### config.mk
export PLATFORM = sky130hd
export DESIGN_NAME = gtrap_resolver
export DESIGN_NICKNAME = d
export VERILOG_FILES = /design/src/rtl/gtrap_pkg.sv /design/src/rtl/gtrap_stage.sv /design/src/rtl/gtrap_datapath.sv /design/src/rtl/gtrap_ctrl.sv /design/src/rtl/gtrap_resolver.sv
export SDC_FILE = /design/constraint.sdc
export NUM_CORES = 1
export LEC_CHECK = 0
export ABC_AREA = 1
export BUFFER_PORTS_ARGS = -buffer_cell sky130_fd_sc_hd__clkbuf_2
export CAP_MARGIN = 20
export CORE_MARGIN = 3
export CORE_UTILIZATION = 39
export CTS_BUF_LIST = sky130_fd_sc_hd__clkbuf_4
export DETAILED_ROUTE_END_ITERATION = 8
export GPL_ROUTABILITY_DRIVEN = 0
export PLACE_DENSITY = 0.88
export SLEW_MARGIN = 20
export SYNTH_ARGS = -nofsm -noshare
export SYNTH_HDL_FRONTEND = slang
export SYNTH_SLANG_ARGS = --single-unit
### constraint.sdc
create_clock -name clk -period 1.2 [get_ports clk]
set_clock_uncertainty 0.15 [all_clocks]
set_input_delay 0.36 -clock clk [delete_from_list [all_inputs] [get_ports clk]]
set_output_delay 0.36 -clock clk [all_outputs]
set_load 0.03 [all_outputs]
### src/rtl/gtrap_pkg.sv
package gtrap_pkg;

  typedef enum logic [1:0] {
    ACC_FETCH = 2'd0,
    ACC_LOAD  = 2'd1,
    ACC_STORE = 2'd2,
    ACC_AMO   = 2'd3
  } acc_e;

  // Per-entry permission field layout
  localparam int CFG_W     = 4;
  localparam int CFG_R_BIT = 0;
  localparam int CFG_W_BIT = 1;
  localparam int CFG_X_BIT = 2;
  localparam int CFG_S_BIT = 3;

  localparam int CAUSE_W = 6;
  // Guest-level fault codes; hypervisor-level codes sit GUEST_OFFSET above
  localparam logic [CAUSE_W-1:0] CAUSE_FETCH = 6'd12;
  localparam logic [CAUSE_W-1:0] CAUSE_LOAD  = 6'd13;
  localparam logic [CAUSE_W-1:0] CAUSE_STORE = 6'd15;
  localparam logic [CAUSE_W-1:0] GUEST_OFFSET = 6'd8;

  // Strobes from control to datapath
  typedef struct packed {
    logic virt;
    logic needR;
    logic needW;
    logic needX;
  } evalStrobes_t;

  // Verdicts from datapath back to control
  typedef struct packed {
    logic guestPermit;
    logic hostPermit;
  } stageVerdict_t;

endpackage

### src/rtl/gtrap_stage.sv
module gtrap_stage
  import gtrap_pkg::*;
#(
  parameter int N = 8
) (
  input  logic [N-1:0]       matchVec,
  input  logic [N-1:0]       activeVec,
  input  logic [CFG_W*N-1:0] cfgVec,
  input  evalStrobes_t       strobes,
  input  logic               rejectShadow,
  input  logic               denyOnMiss,
  output logic               permit
);

  logic [N-1:0] hitVec;
  logic [N-1:0] grantVec;

  for (genvar i = 0; i < N; i++) begin : g_entry
    logic [CFG_W-1:0] fieldBits;
    logic rwGrant;
    logic reservedPat;
    assign fieldBits   = cfgVec[CFG_W*i +: CFG_W];
    assign hitVec[i]   = matchVec[i] & activeVec[i];
    assign rwGrant     = (strobes.needR & fieldBits[CFG_R_BIT])
                       | (strobes.needW & fieldBits[CFG_W_BIT])
                       | (strobes.needX & fieldBits[CFG_X_BIT]);
    assign reservedPat = fieldBits[CFG_S_BIT] & fieldBits[CFG_W_BIT]
                       & ~fieldBits[CFG_R_BIT] & ~fieldBits[CFG_X_BIT];
    assign grantVec[i] = rwGrant & ~(rejectShadow & reservedPat);
  end

  // Lowest-indexed hit decides
  always_comb begin
    logic found;
    found  = 1'b0;
    permit = ~denyOnMiss;
    for (int i = 0; i < N; i++) begin
      if (!found && hitVec[i]) begin
        found  = 1'b1;
        permit = grantVec[i];
      end
    end
  end

endmodule

### src/rtl/gtrap_datapath.sv
module gtrap_datapath
  import gtrap_pkg::*;
#(
  parameter int N = 8
) (
  input  evalStrobes_t       strobes,
  input  logic [N-1:0]       guestMatch,
  input  logic [N-1:0]       guestActive,
  input  logic [CFG_W*N-1:0] guestCfg,
  input  logic [N-1:0]       hostMatch,
  input  logic [N-1:0]       hostActive,
  input  logic [CFG_W*N-1:0] hostCfg,
  input  logic [N-1:0]       hostSwitch,
  input  logic [N-1:0]       guestSwitch,
  output stageVerdict_t      verdict
);

  logic [N-1:0] hostEnable;
  logic         guestRaw;
  logic         hostRaw;

  assign hostEnable = hostActive & (strobes.virt ? guestSwitch : hostSwitch);

  gtrap_stage #(.N(N)) u_guestStage (
    .matchVec    (guestMatch),
    .activeVec   (guestActive),
    .cfgVec      (guestCfg),
    .strobes     (strobes),
    .rejectShadow(1'b0),
    .denyOnMiss  (1'b1),
    .permit      (guestRaw)
  );

  gtrap_stage #(.N(N)) u_hostStage (
    .matchVec    (hostMatch),
    .activeVec   (hostEnable),
    .cfgVec      (hostCfg),
    .strobes     (strobes),
    .rejectShadow(strobes.virt),
    .denyOnMiss  (strobes.virt),
    .permit      (hostRaw)
  );

  // Guest stage only counts under virtualization
  assign verdict.guestPermit = guestRaw | ~strobes.virt;
  assign verdict.hostPermit  = hostRaw;

endmodule

### src/rtl/gtrap_ctrl.sv
module gtrap_ctrl
  import gtrap_pkg::*;
(
  input  logic               virtOn,
  input  logic [1:0]         accType,
  input  stageVerdict_t      verdict,
  output evalStrobes_t       strobes,
  output logic               allowNext,
  output logic [CAUSE_W-1:0] causeNext,
  output logic               toHypNext
);

  acc_e accKind;
  logic [CAUSE_W-1:0] baseCause;

  assign accKind = acc_e'(accType);

  always_comb begin
    strobes       = '0;
    strobes.virt  = virtOn;
    unique case (accKind)
      ACC_FETCH: begin strobes.needX = 1'b1; baseCause = CAUSE_FETCH; end
      ACC_LOAD:  begin strobes.needR = 1'b1; baseCause = CAUSE_LOAD;  end
      default:   begin strobes.needW = 1'b1; baseCause = CAUSE_STORE; end
    endcase
  end

  always_comb begin
    allowNext = verdict.guestPermit & verdict.hostPermit;
    causeNext = '0;
    toHypNext = 1'b0;
    if (!allowNext) begin
      if (!virtOn) begin
        causeNext = baseCause;
        toHypNext = 1'b1;
      end else if (!verdict.guestPermit) begin
        causeNext = baseCause;
        toHypNext = 1'b0;
      end else begin
        causeNext = baseCause + GUEST_OFFSET;
        toHypNext = 1'b1;
      end
    end
  end

endmodule

### src/rtl/gtrap_resolver.sv
module gtrap_resolver
  import gtrap_pkg::*;
#(
  parameter int N = 8
) (
  input  logic                clk,
  input  logic                rstN,
  input  logic                virtOn,
  input  logic [1:0]          accType,
  input  logic [N-1:0]        guestMatch,
  input  logic [N-1:0]        guestActive,
  input  logic [4*N-1:0]      guestCfg,
  input  logic [N-1:0]        hostMatch,
  input  logic [N-1:0]        hostActive,
  input  logic [4*N-1:0]      hostCfg,
  input  logic [N-1:0]        hostSwitch,
  input  logic [N-1:0]        guestSwitch,
  output logic                allowOut,
  output logic [5:0]          causeOut,
  output logic                toHyp
);

  evalStrobes_t       strobes;
  stageVerdict_t      verdict;
  logic               allowNext;
  logic [CAUSE_W-1:0] causeNext;
  logic               toHypNext;

  gtrap_ctrl u_ctrl (
    .virtOn   (virtOn),
    .accType  (accType),
    .verdict  (verdict),
    .strobes  (strobes),
    .allowNext(allowNext),
    .causeNext(causeNext),
    .toHypNext(toHypNext)
  );

  gtrap_datapath #(.N(N)) u_datapath (
    .strobes    (strobes),
    .guestMatch (guestMatch),
    .guestActive(guestActive),
    .guestCfg   (guestCfg),
    .hostMatch  (hostMatch),
    .hostActive (hostActive),
    .hostCfg    (hostCfg),
    .hostSwitch (hostSwitch),
    .guestSwitch(guestSwitch),
    .verdict    (verdict)
  );

  always_ff @(posedge clk or negedge rstN) begin
    if (!rstN) begin
      allowOut <= 1'b0;
      causeOut <= '0;
      toHyp    <= 1'b0;
    end else begin
      allowOut <= allowNext;
      causeOut <= causeNext;
      toHyp    <= toHypNext;
    end
  end

endmodule

==> results.json, run 1 <==
{
  "status": "complete, but fails checks",
  "violations": "negative setup slack",
  "drt_iter0_markers": 68,
  "crit_start": "guestMatch[1]",
  "die_area_sq_um": 3821,
  "setup.worst_path.class": "input pin to flip-flop",
  "ys_ff_latch": 7,
  "grt_max_degree": 10,
  "yosys_most_used_dff": "dfrtp_1",
  "hpwl_mm": 3.681,
  "grt_pass1_wl_mm": 6.320,
  "fin_crit_sh_pct": 144.2,
  "ys.warnings.count": 0,
  "setup_slack_ns": -0.5302,
  "nNetsFinal": 475,
  "grt_busiest_layer": "met2",
  "syn_inst": 223,
  "p_total_uw": 1361,
  "synth_area_sq_um": 1215,
  "pre_cts_slack_ns": -0.7850,
  "fp.dieW_um": 61.82,
  "critPathCaptureType": "flip-flop",
  "cap_violations": 0,
  "core_sq_um": 2853,
  "critPathArrivalTime_ns": 1.72,
  "worst_ep_required_time_ns": 1.19,
  "antenna_left": 0,
  "ios": 125,
  "final_core_util_pct": 73.42,
  "area_growth_pct": 72.40,
  "use_met2_pct": 42.45,
  "worstSetupStartpointType": "input pin",
  "most-common-layout-cells": "clkbuf_2, nand2_1, nand3_1, nor2_1, inv_1",
  "synth-edff-count": 0,
  "rows": 19,
  "grt_pass1_vias": 1608,
  "critPathMaxFanout": 5,
  "root_buffer": "clkbuf_4",
  "postSynthNetCount": 340,
  "cp_cell_sequence": "clkbuf_2 -> nand2_1 -> nand2_1 -> nor2_1 -> nand2_1 -> a211oi_1 -> nand3_1 -> nand4_2 -> nand3_4 -> nand2_1 -> inv_1",
  "wl_per_cell_um": 10.82,
  "grtUsageTotal_pct": 21.48,
  "fin_crit_ns": 1.730,
  "tritoncts": "yes",
  "clkTransAtPathRegs_ns": 0.05,
  "diodes": 0,
  "vias_per_cell": 4.722,
  "layout_commonest_cell": "clkbuf_2",
  "hold_class": "input pin to asynchronous set/reset pin",
  "final-hold-violation-count": 0,
  "cts_sinks": 7,
  "met1_usage_pct": 25.00,
  "via_count": 1832,
  "ys_async_sr_fraction_pct": 100.0,
  "clockBufferDepth": 2,
  "max_stage_delay_ns": 0.26,
  "cellPowerDensity_nw_per_um2": 649.6,
  "setup_violations": 14,
  "drt_pass1_iterations": 4,
  "start_util_pct": 42.59,
  "grt.overflow.total": 0,
  "cp_common_cell": "nand2_1",
  "antenna_found_initial": 0,
  "grt.met3_usage_pct": 1.653,
  "cpMaxStageDelayCell": "a211oi_1",
  "seq_area_frac_synth_pct": 14.42,
  "io_buffers": 115,
  "peakVddDrop_mv": 0.2717,
  "final_layout_size_suffix_gt1_share_pct": 47.34,
  "drt_wl_total_mm": 4.200,
  "ys_types": 29,
  "htreeDepth": 1,
  "slew_viol_final": 0,
  "drc": 0,
  "dieHeight_um": 61.82,
  "rsz0062_at_grt": "true",
  "max_freq_mhz": 578.0,
  "cts_buffers": 3,
  "syn_avg_cell_area_sq_um": 5.448,
  "leakagePower_uw": 0.001272
}
## cells in the mapped netlist (2+ instances only)
cell,count,area (sq um)
a21oi_1,2,10.01
a22oi_1,2,15.01
buf_2,2,10.01
buf_4,2,15.01
buf_6,3,33.78
dfrtp_1,7,175.2
inv_1,24,90.09
inv_2,3,11.26
nand2_1,84,315.3
nand2_2,5,31.28
nand3_1,30,150.1
nand3_2,2,20.02
nand3b_1,3,22.52
nand4_1,5,31.28
nor2_1,29,108.9
nor2_2,3,18.77
nor2_4,3,33.78
o211ai_1,2,15.01
o21ai_0,2,10.01
## what timing repair did
item / 4_1_cts / 5_1_grt
hold buffers: 1 / 0
pin swaps: 0 / 10
buffers inserted: 2 / 1
hold endpoints to repair: 7 / 0
resized for setup: 20 / 14
setup endpoints to repair: 14 / 14
## where the power goes
part	switching [uW]	internal (uW)
Sequential	28.1	278
Clock	78.7	149
Combinational	416	411
## final cells by class
cell class | count | area (sq um)
multi-input combinational | 182 | 915.9
timing repair buffer | 137 | 833.3
fill | 247 | 758.2
sequential | 7 | 175.2
inverter | 27 | 101.3
tap | 31 | 38.79
clock buffer | 4 | 30.03
## path summary, 6_finish.rpt
| check | endpoint | cells past startpoint |
|---|---|---|
| min in group clk | causeOut[1] | 4 |
| max in group asynchronous | allowOut | 2 |
| setup / recovery | causeOut[3] | 11 |
| hold / removal | causeOut[2] | 2 |
## per-layer routing
layer,routed length [um],vias up
met3,244,0
met1,1672,788
met4,0,0
met2,2284,72
met5,0,-
li1,-,972
## stage by stage
step	hold WS, ns	instances	setup TNS [ns]	instance area, sq um
floorplan	-0.08559	223	-3.384	1247
global placement	0.04296	380	-4.959	1916
detailed placement	0.04460	380	-5.349	1916
CTS	0.3289	387	-3.703	2061
global route	0.3617	388	-5.119	2095
finish	0.3223	388	-3.900	2095
## registers in the layout (all words and copies together), names as in the netlist
signal    cells
causeOut      5
allowOut      1
toHyp         1
## worst max-delay path: cells and delay by family
kind	cells	cell delay, ns
compound gates	1	0.26
simple gates	8	0.94
buf+inv	2	0.13
## kinds of logic (layout without fill, tap and decap cells)
logic type             Yosys count  count (layout)  synth area share, %
AO/OA/AOI/OAI                   11              11                5.870
buffers and inverters           34             168                13.18
flip-flops                       7               7                14.42
other                            1               1               0.3087
AND/OR/NAND/NOR                170             170                66.22
Power figures use the tool's default switching activity.
==> run 2: changes to the inputs <==
--- a/config.mk
+++ b/config.mk
@@ -10,7 +10,7 @@
 export CAP_MARGIN = 20
 export CORE_MARGIN = 3
 export CORE_UTILIZATION = 39
-export CTS_BUF_LIST = sky130_fd_sc_hd__clkbuf_4
+export CTS_BUF_LIST = sky130_fd_sc_hd__clkbuf_8 sky130_fd_sc_hd__clkbuf_16
 export DETAILED_ROUTE_END_ITERATION = 8
 export GPL_ROUTABILITY_DRIVEN = 0
 export PLACE_DENSITY = 0.88
==> run 2 against run 1 <==
Net effect: the run still ends with negative setup slack left; sequential share of layout area down 0.060 points; power up 6.3%; clock power up 39%; core utilization up 0.53 points; global-route usage about the same; combinational power about the same; final area up 0.72%; final cell count unchanged; sequential power about the same; worst setup slack worse by 0.0038 ns; non-clock buffer count unchanged; largest power group unchanged.
==> results.json, run 2 (synthesis results as in run 1) <==
{
  "status": "complete, but fails checks",
  "violations": "negative setup slack",
  "hold_ws_ns": 0.3468,
  "critPathArrivalTime_ns": 1.70,
  "ios": 125,
  "clockBufferDepth": 2,
  "largest_reg_flops": 5,
  "dieHeight_um": 61.82,
  "drt_iter0_markers": 64,
  "setup_slack_ns": -0.5340,
  "leakagePower_uw": 0.001281,
  "fin_crit_ns": 1.734,
  "slew_viol_final": 0,
  "top_register": "causeOut",
  "cts_buffers": 3,
  "antenna_found_initial": 0,
  "setup.worst_path.class": "input pin to flip-flop",
  "tritoncts": "yes",
  "cellPowerDensity_nw_per_um2": 685.5,
  "setup_violations": 14,
  "clkTransAtPathRegs_ns": 0.04,
  "antenna_left": 0,
  "setup_tns_ns": -3.829,
  "vias_per_cell": 4.719,
  "layout_commonest_cell": "clkbuf_2",
  "critPathMaxFanout": 7,
  "root_buffer": "clkbuf_8",
  "htreeDepth": 1,
  "drc": 0,
  "rows": 19,
  "rsz0062_at_grt": "true",
  "max_freq_mhz": 576.7,
  "grt.overflow.total": 0,
  "cts_sinks": 7,
  "worstSetupStartpointType": "input pin",
  "critPathCaptureType": "flip-flop",
  "area_growth_pct": 73.64,
  "fp.dieW_um": 61.82,
  "nNetsFinal": 475,
  "top_regs": "causeOut: 5 flops, allowOut: 1 flops, toHyp: 1 flops",
  "cap_violations": 0,
  "drt_pass1_iterations": 4,
  "worst_ep_required_time_ns": 1.17,
  "grt_max_degree": 10,
  "hpwl_mm": 3.681,
  "fin_crit_sh_pct": 144.5,
  "wl_per_cell_um": 10.69,
  "final_layout_size_suffix_gt1_share_pct": 47.06,
  "most-common-layout-cells": "clkbuf_2, nand2_1, nand3_1, nor2_1, inv_1",
  "grt_pass1_vias": 1598,
  "grt_pass1_wl_mm": 6.299,
  "io_buffers": 115,
  "core_sq_um": 2853,
  "peakVddDrop_mv": 0.3804,
  "drt_wl_total_mm": 4.149,
  "grtUsageTotal_pct": 21.52,
  "final-hold-violation-count": 0,
  "via_count": 1831,
  "diodes": 0,
  "hold_class": "input pin to asynchronous set/reset pin",
  "die_area_sq_um": 3821,
  "start_util_pct": 42.59
}
run 2: worst max-delay path by stage:
stage	from	end	slack [ns]	cells after the start
after floorplan	virtOn	causeOut[0]	-0.50	13
after global placement	virtOn	causeOut[3]	-0.72	18
after detailed placement	virtOn	causeOut[1]	-0.79	14
after CTS	virtOn	causeOut[1]	-0.50	14
after global routing	virtOn	causeOut[0]	-0.69	18
final	virtOn	causeOut[0]	-0.53	18
run 2: where the power goes:
part	switching, uW	total (uW)	leakage, uW	internal, uW
clock network	95.7	316	0.0000269	220
registers	26.5	305	0.0000841	279
logic	413	825	0.00117	411
run 2: per-stage QoR:
| stage | util, % | setup WS, ns | instances | total power, uW | area (sq um) |
|---|---|---|---|---|---|
| 3_3_place_gp | 67.15 | -0.7227 | 380 | 987.5 | 1916 |
| 4_1_cts | 72.76 | -0.4976 | 387 | 1407 | 2076 |
| 5_1_grt | 73.95 | -0.6869 | 388 | 1558 | 2110 |
| 6_report | 73.95 | -0.5340 | 388 | 1446 | 2110 |
| 2_1_floorplan | - | -0.5011 | 223 | 704.2 | 1247 |
| 3_5_place_dp | 67.15 | -0.7850 | 380 | 1002 | 1916 |
run 2: final cells by class:
type	instances	area (sq um)
clock buffer	3	41.29
clock inverter	1	3.754
fill	245	743.2
inverter	27	101.3
multi-input combinational	182	915.9
sequential	7	175.2
tap	31	38.79
timing repair buffer	137	833.3
run 2: metal layers:
| metal | routed length, um | track usage [%] | part of all wire, % | vias up |
|---|---|---|---|---|
| li1 | - | - | - | 973 |
| met1 | 1652 | 25.37 | 40 | 779 |
| met2 | 2201 | 41.41 | 53 | 76 |
| met3 | 272 | 2.273 | 6.6 | 3 |
| met4 | 22 | 4.545 | 0.53 | 0 |
| met5 | 0 | 0 | 0 | - |
run 2: what timing repair did:
| item | CTS | global route |
|---|---|---|
| endpoints found under the setup margin | 14 | 14 |
| hold buffers | 1 | 0 |
| setup buffers | 2 | 1 |
| pin swaps | 0 | 10 |
| resized for setup | 20 | 14 |
| hold endpoints to repair | 7 | 0 |
run 2: worst max-delay path, stage by stage:
cell     delay [ns]
buf_8          0.10
buf_8          0.12
nor2_4         0.10
nor2_4         0.05
nand2_2        0.07
nand2_2        0.07
nor2_4         0.16
nand2_1        0.07
nand2_1        0.07
nor2_1         0.04
nand2_1        0.06
nand2_1        0.05
nand2_1        0.05
nand2_1        0.05
nand2_2        0.08
nand3_4        0.09
nand2_2        0.08
inv_2          0.03
